<file path="src/rtl/plm_pkg.sv">
package plm_pkg;

    localparam int unsigned CELLS_DEF = 10;
    localparam int unsigned PTS_DEF   = 8;
    localparam int unsigned REGS_PER_CELL = 2;

    typedef struct packed {
        logic combine;
        logic reg_out;
        logic invert;
    } cell_cfg_t;

    typedef struct packed {
        logic ck;
        logic clr;
        logic d;
    } reg_ctl_t;

    function automatic logic pin_value(input cell_cfg_t cfg, input logic q, input logic comb);
        return cfg.invert ^ (cfg.reg_out ? q : comb);
    endfunction

    function automatic logic next_q(input reg_ctl_t ctl, input logic ck_prev,
                                    input logic preset, input logic q);
        if (ctl.clr)
            return 1'b0;
        else if (ctl.ck && !ck_prev)
            return preset ? 1'b1 : ctl.d;
        else
            return q;
    endfunction

endpackage

</file>
<file path="src/rtl/plm_sum_term.sv">
module plm_sum_term
    import plm_pkg::*;
#(
    parameter int unsigned PTS = PTS_DEF
) (
    input  logic [PTS-1:0] pt_a,
    input  logic [PTS-1:0] pt_b,
    input  logic           combine,
    output logic           path_a,
    output logic           path_b
);
    logic sum_a;
    logic sum_b;

    always_comb begin
        sum_a  = |pt_a;
        sum_b  = |pt_b;
        path_b = sum_b;
        path_a = combine ? (sum_a | sum_b) : sum_a;
    end

endmodule

</file>
<file path="src/rtl/plm_pt_reg.sv">
module plm_pt_reg
    import plm_pkg::*;
(
    input  logic     clk,
    input  logic     rst,
    input  reg_ctl_t ctl,
    input  logic     preset,
    output logic     q
);
    logic ck_prev;

    always_ff @(posedge clk) begin
        ck_prev <= ctl.ck;
    end

    always_ff @(posedge clk) begin
        if (rst)
            q <= 1'b0;
        else
            q <= next_q(ctl, ck_prev, preset, q);
    end

endmodule

</file>
<file path="src/rtl/plm_macrocell.sv">
module plm_macrocell
    import plm_pkg::*;
#(
    parameter int unsigned PTS = PTS_DEF
) (
    input  logic           clk,
    input  logic           rst,
    input  logic [PTS-1:0] pt_a,
    input  logic [PTS-1:0] pt_b,
    input  logic           ck_a,
    input  logic           ck_b,
    input  logic           clr_a,
    input  logic           clr_b,
    input  logic           oe_term,
    input  cell_cfg_t      cfg,
    input  logic           preset,
    input  logic           hiz,
    input  logic           pad_in,
    output logic           pad_out,
    output logic           pad_oe,
    output logic           pad_fb,
    output logic           q_a,
    output logic           q_b
);
    logic path_a;
    logic path_b;
    reg_ctl_t ctl [REGS_PER_CELL];
    logic     q   [REGS_PER_CELL];

    plm_sum_term #(.PTS(PTS)) u_sum (
        .pt_a    (pt_a),
        .pt_b    (pt_b),
        .combine (cfg.combine),
        .path_a  (path_a),
        .path_b  (path_b)
    );

    always_comb begin
        ctl[0] = '{ck: ck_a, clr: clr_a, d: path_a};
        ctl[1] = '{ck: ck_b, clr: clr_b, d: path_b};
    end

    for (genvar r = 0; r < REGS_PER_CELL; r++) begin : g_reg
        plm_pt_reg u_reg (
            .clk    (clk),
            .rst    (rst),
            .ctl    (ctl[r]),
            .preset (preset),
            .q      (q[r])
        );
    end

    always_comb begin
        q_a     = q[0];
        q_b     = q[1];
        pad_out = pin_value(cfg, q[0], path_a);
        pad_oe  = oe_term & ~hiz;
        pad_fb  = pad_in;
    end

endmodule

</file>
<file path="src/rtl/plm_array.sv">
module plm_array
    import plm_pkg::*;
#(
    parameter int unsigned CELLS = CELLS_DEF,
    parameter int unsigned PTS   = PTS_DEF
) (
    input  logic                 clk,
    input  logic                 rst,
    input  logic [CELLS*PTS-1:0] sum_a_pt,
    input  logic [CELLS*PTS-1:0] sum_b_pt,
    input  logic [CELLS-1:0]     clk_a_pt,
    input  logic [CELLS-1:0]     clk_b_pt,
    input  logic [CELLS-1:0]     rst_a_pt,
    input  logic [CELLS-1:0]     rst_b_pt,
    input  logic [CELLS-1:0]     oe_pt,
    input  logic [CELLS-1:0]     cfg_combine,
    input  logic [CELLS-1:0]     cfg_regout,
    input  logic [CELLS-1:0]     cfg_invert,
    input  logic                 sync_preset,
    input  logic                 secure,
    input  logic                 verify,
    input  logic [CELLS-1:0]     pin_in,
    output logic [CELLS-1:0]     pin_out,
    output logic [CELLS-1:0]     pin_oe,
    output logic [CELLS-1:0]     pin_fb,
    output logic [CELLS-1:0]     fb_a,
    output logic [CELLS-1:0]     fb_b
);
    logic hiz;

    assign hiz = secure & verify;

    for (genvar c = 0; c < CELLS; c++) begin : g_cell
        cell_cfg_t cfg;
        assign cfg = '{combine: cfg_combine[c], reg_out: cfg_regout[c], invert: cfg_invert[c]};

        plm_macrocell #(.PTS(PTS)) u_cell (
            .clk     (clk),
            .rst     (rst),
            .pt_a    (sum_a_pt[c*PTS +: PTS]),
            .pt_b    (sum_b_pt[c*PTS +: PTS]),
            .ck_a    (clk_a_pt[c]),
            .ck_b    (clk_b_pt[c]),
            .clr_a   (rst_a_pt[c]),
            .clr_b   (rst_b_pt[c]),
            .oe_term (oe_pt[c]),
            .cfg     (cfg),
            .preset  (sync_preset),
            .hiz     (hiz),
            .pad_in  (pin_in[c]),
            .pad_out (pin_out[c]),
            .pad_oe  (pin_oe[c]),
            .pad_fb  (pin_fb[c]),
            .q_a     (fb_a[c]),
            .q_b     (fb_b[c])
        );
    end

endmodule

</file>
<file path="config.mk">
export PLATFORM = sky130hd
export DESIGN_NAME = plm_array
export DESIGN_NICKNAME = d
export VERILOG_FILES = /design/src/rtl/plm_pkg.sv /design/src/rtl/plm_sum_term.sv /design/src/rtl/plm_pt_reg.sv /design/src/rtl/plm_macrocell.sv /design/src/rtl/plm_array.sv
export SDC_FILE = /design/constraint.sdc
export NUM_CORES = 1
export LEC_CHECK = 0
export ABC_AREA = 1
export CAP_MARGIN = 25
export CORE_AREA = 2 2 120 122
export CTS_CLUSTER_SIZE = 16
export DETAILED_ROUTE_END_ITERATION = 7
export DIE_AREA = 0 0 122 124
export PLACE_DENSITY = 0.63
export SLEW_MARGIN = 20
export SYNTH_ARGS = -nofsm -noshare
export SYNTH_HDL_FRONTEND = slang
export SYNTH_SLANG_ARGS = --single-unit
export TNS_END_PERCENT = 50
</file>
<file path="constraint.sdc">
create_clock -name clk -period 2.8 [get_ports clk]
set_input_delay 0.56 -clock clk [delete_from_list [all_inputs] [get_ports clk]]
set_output_delay 0.56 -clock clk [all_outputs]
set_load 0.005 [all_outputs]
</file>
==> implementation parameters <==
Parameter                              Value

Status
  Status    complete, no violations

Power
  Logic gate share of total power    0.299
  Switching power    roughly 400 uW
  Reported leakage power    0.002403 uW
  Max IR drop VDD    0.2695 mV
  Power per standard cell area    330.6 nW/um2
  Proportion of power drawn by flip-flops and latches    0.318
  Internal Power    roughly 1500 uW
  Fraction of power spent switching nets    0.2061
  Clock power share    0.382

Worst setup path
  Critical Path Slowest Stage Cell    sky130_fd_sc_hd__clkdlybuf4s50_1
  Type of origin of the critical path    input port
  Worst path required time    2.24 ns
  Critical path arrival    2.13 ns
  Most repeated library cell on the critical path    sky130_fd_sc_hd__nand2_1
  WS Path Type    in2out
  Count of cells along the worst register-to-register path    5
  Cell-by-cell trace of the critical path    clkdlybuf4s50_1, nor2_2, nand2_2, o21ai_4, nand3_2, nand2_1, nand2_1, nand2_1, clkdlybuf4s50_1
  Sort of element at the end of the critical path    primary output
  Largest stage delay, worst path    approximately 0.49 ns
  Worst-path fanout max    2

Synth
  Syn_nets    722
  Leading cell types by total area after synthesis    sky130_fd_sc_hd__dfxtp_1 (28%), sky130_fd_sc_hd__nor2_1 (20%), sky130_fd_sc_hd__buf_4 (13%)
  Fraction of the yosys area taken by sequential cells    0.2816
  Average cell area after synthesis    ~6.1 um2
  Cell count after synthesis    approximately 470
  Post-Synthesis Cell Area    between 2000 and 3000 um2
  Cell type contributing the most total cell area after synthesis    sky130_fd_sc_hd__dfxtp_1
  Number of synthesized register bits    40
  Fraction of synthesized cell area taken by the top area cell type    0.2816
  Number of distinct library cells after synthesis    17
  Count of synthesis-stage warnings from yosys    0

Global routing
  First-pass GRT wire length    15060 um
  Total global routing overflow    0
  Busiest metal layer after global routing    met2
  Vias in the first global route    about 3400
  Largest net degree at the start of global routing    21
  Met1 routing resource usage after global routing    0.1284
  Met2 usage in global routing    0.2364
  GR Util met3    0.04075
  Antenna violations before repair    0
  Aggregate global-route resource usage    0.1237

Clock network
  CTS tree    built
  H-tree levels    2
  Buffers from clock root to sink, at most    2
  Register clock-pin slew on the reported worst setup and hold paths    0.06 ns
  Sink count of the clock tree    40
  Number of CTS-inserted buffers    5
  Clock latency on the worst-skew pair    0.27 ns
  PostCTS Resize Cnt    0
  Root buffer cell    sky130_fd_sc_hd__clkbuf_16
  Number of buffers inserted by hold repair at cts    0
  Setup Buffers After CTS    0

Route
  Drt wl/cell    roughly 11 um
  Pre-antenna DRT Iters    4
  Detail Route Antenna Nets    0
  Number of remaining DRC errors    0
  Detailed-route wire length    about 9800 um
  Count of routing violations after the opening detailed-route iteration    60
  Via density per instance    3.887
  Detailed-route via count    around 3400

Place
  Final weighted congestion in routability-driven placement    ~0.74
  PortBufs    about 280
  Placed wire-length estimate after detailed placement    around 8600 um

STA
  Setup Total Neg Slack    0 ns
  Post-route minimum period    2.689 ns
  Worst max-slew margin expressed relative to the limit    0.8054
  Slew Viols, Final    0
  RSZ-0062 raised after global routing    false
  Slew at the pin with the worst max-slew slack    0.2920 ns
  Final setup viols    0
  Final Hold Viols    0
  Post-route clock period utilization    0.9603
  Maximum clock frequency    371.9 MHz
  Layout Skew    0.001324 ns

Min path
  Min-Delay Path Depth    2
  Class of the tightest hold or removal check    reg2reg

Die
  Core ar.    13720 um2
  I/O pins    305
  Chip width    around 120 um
  Number of core rows    43
  Y dimension of the die    124 um
  Effective utilization at floorplan    0.2073
  Die area    between 15000 and 20000 um2

Layout
  Share of cells above drive strength 1    0.07779
  Area growth from synthesis to final layout    102.1%
  Final-stage net count    slightly below 1000
  Final core occ    0.4189
  Commonest cells after routing, fill and taps aside    sky130_fd_sc_hd__clkdlybuf4s50_1 (284), sky130_fd_sc_hd__nor2_1 (146), sky130_fd_sc_hd__nand2_1 (70), sky130_fd_sc_hd__inv_1 (51), sky130_fd_sc_hd__dfxtp_1 (40)
  Filler Cell Count    around 1400
  Most common cell after layout, fill and taps aside    sky130_fd_sc_hd__clkdlybuf4s50_1
  Ant diodes    0

Job
  Max_cap viols    0
## final timing paths
kind | slack (ns) | endpoint | startpoint
max | 0.11 | pin_out[9] | sum_b_pt[74]
min reg2reg | 0.51 | g_cell[0].u_cell.g_reg[1].u_reg.q | g_cell[0].u_cell.g_reg[1].u_reg.q
max reg2reg | 1.96 | g_cell[5].u_cell.g_reg[0].u_reg.q | g_cell[5].u_cell.g_reg[0].u_reg.ck_prev
min | 0.51 | g_cell[0].u_cell.g_reg[1].u_reg.q | g_cell[0].u_cell.g_reg[1].u_reg.q
## flip-flops by register name, summed over array words and instances (netlist names)
| name | flops |
|---|---|
| g_cell.u_cell.g.u_reg.q | 20 |
| g_cell.u_cell.g.u_reg.ck_prev | 20 |
## logic make-up (layout without fill, tap and decap cells)
logic type | after synthesis | in the layout | share of synthesized area
AOI/OAI and AO/OA | 30 | 30 | 0.07039
DFF | 40 | 40 | 0.2816
and+or+nand+nor | 281 | 281 | 0.4281
buffers and inverters | 116 | 356 | 0.2200
## per-stage QoR
step                hold WS [ns]  worst slack (ns)  instance area (um2)  std cells  total power [uW]
floorplan                 0.4919             1.056                 2844        467             805.3
global placement          0.5013           0.06346                 5542        880              1184
detailed placement        0.5018           0.05068                 5542        880              1189
CTS                       0.5143           0.05566                 5727        887              1938
global route              0.5383          0.003719                 5747        887              2011
finish                    0.5133            0.1113                 5747        887              1900
## synth_stat cells
cell / number
sky130_fd_sc_hd__or2_2: 10
sky130_fd_sc_hd__clkbuf_1: 2
sky130_fd_sc_hd__nor2_1: 150
sky130_fd_sc_hd__nand3_2: 10
sky130_fd_sc_hd__nand4_1: 10
sky130_fd_sc_hd__nand2_2: 10
sky130_fd_sc_hd__o21ai_1: 10
sky130_fd_sc_hd__nand3_1: 10
sky130_fd_sc_hd__clkinv_1: 11
sky130_fd_sc_hd__buf_4: 50
sky130_fd_sc_hd__buf_2: 2
sky130_fd_sc_hd__dfxtp_1: 40
sky130_fd_sc_hd__nor3_1: 10
sky130_fd_sc_hd__nand2_1: 71
sky130_fd_sc_hd__inv_1: 51
sky130_fd_sc_hd__o21ai_2: 10
sky130_fd_sc_hd__a31oi_1: 10
## critical path, delay by kind of cell
family          cells  cell delay, ns
buf+inv             2            0.91
simple gates        6            0.47
compound gates      1            0.18
## metal layers
layer / up-vias / part of all wire
li1: 1863 / -
met1: 1404 / 0.37
met2: 165 / 0.50
met3: 16 / 0.11
met4: 0 / 0.017
met5: - / 0
## power by group through the flow
stage                     Combinational (uW)  Sequential, uW  Clock, uW
final                                    568             605        727
after global routing                     626             608        777
after detailed placement                 571             618          0
after global placement                   567             617          0
after floorplan                          190             615          0
after CTS                                573             605        760
## cell type report
type	instances	area, um2	area share
repair buffers	287	2865	0.4986
multi-input cells	311	1438	0.2502
flip-flops and latches	40	800.8	0.1393
inverters	62	232.7	0.04050
well taps	180	225.2	0.03919
clock buffers	5	125.1	0.02177
clock inverters	2	60.06	0.01045
Note: power is estimated with default switching activity, not from simulation.
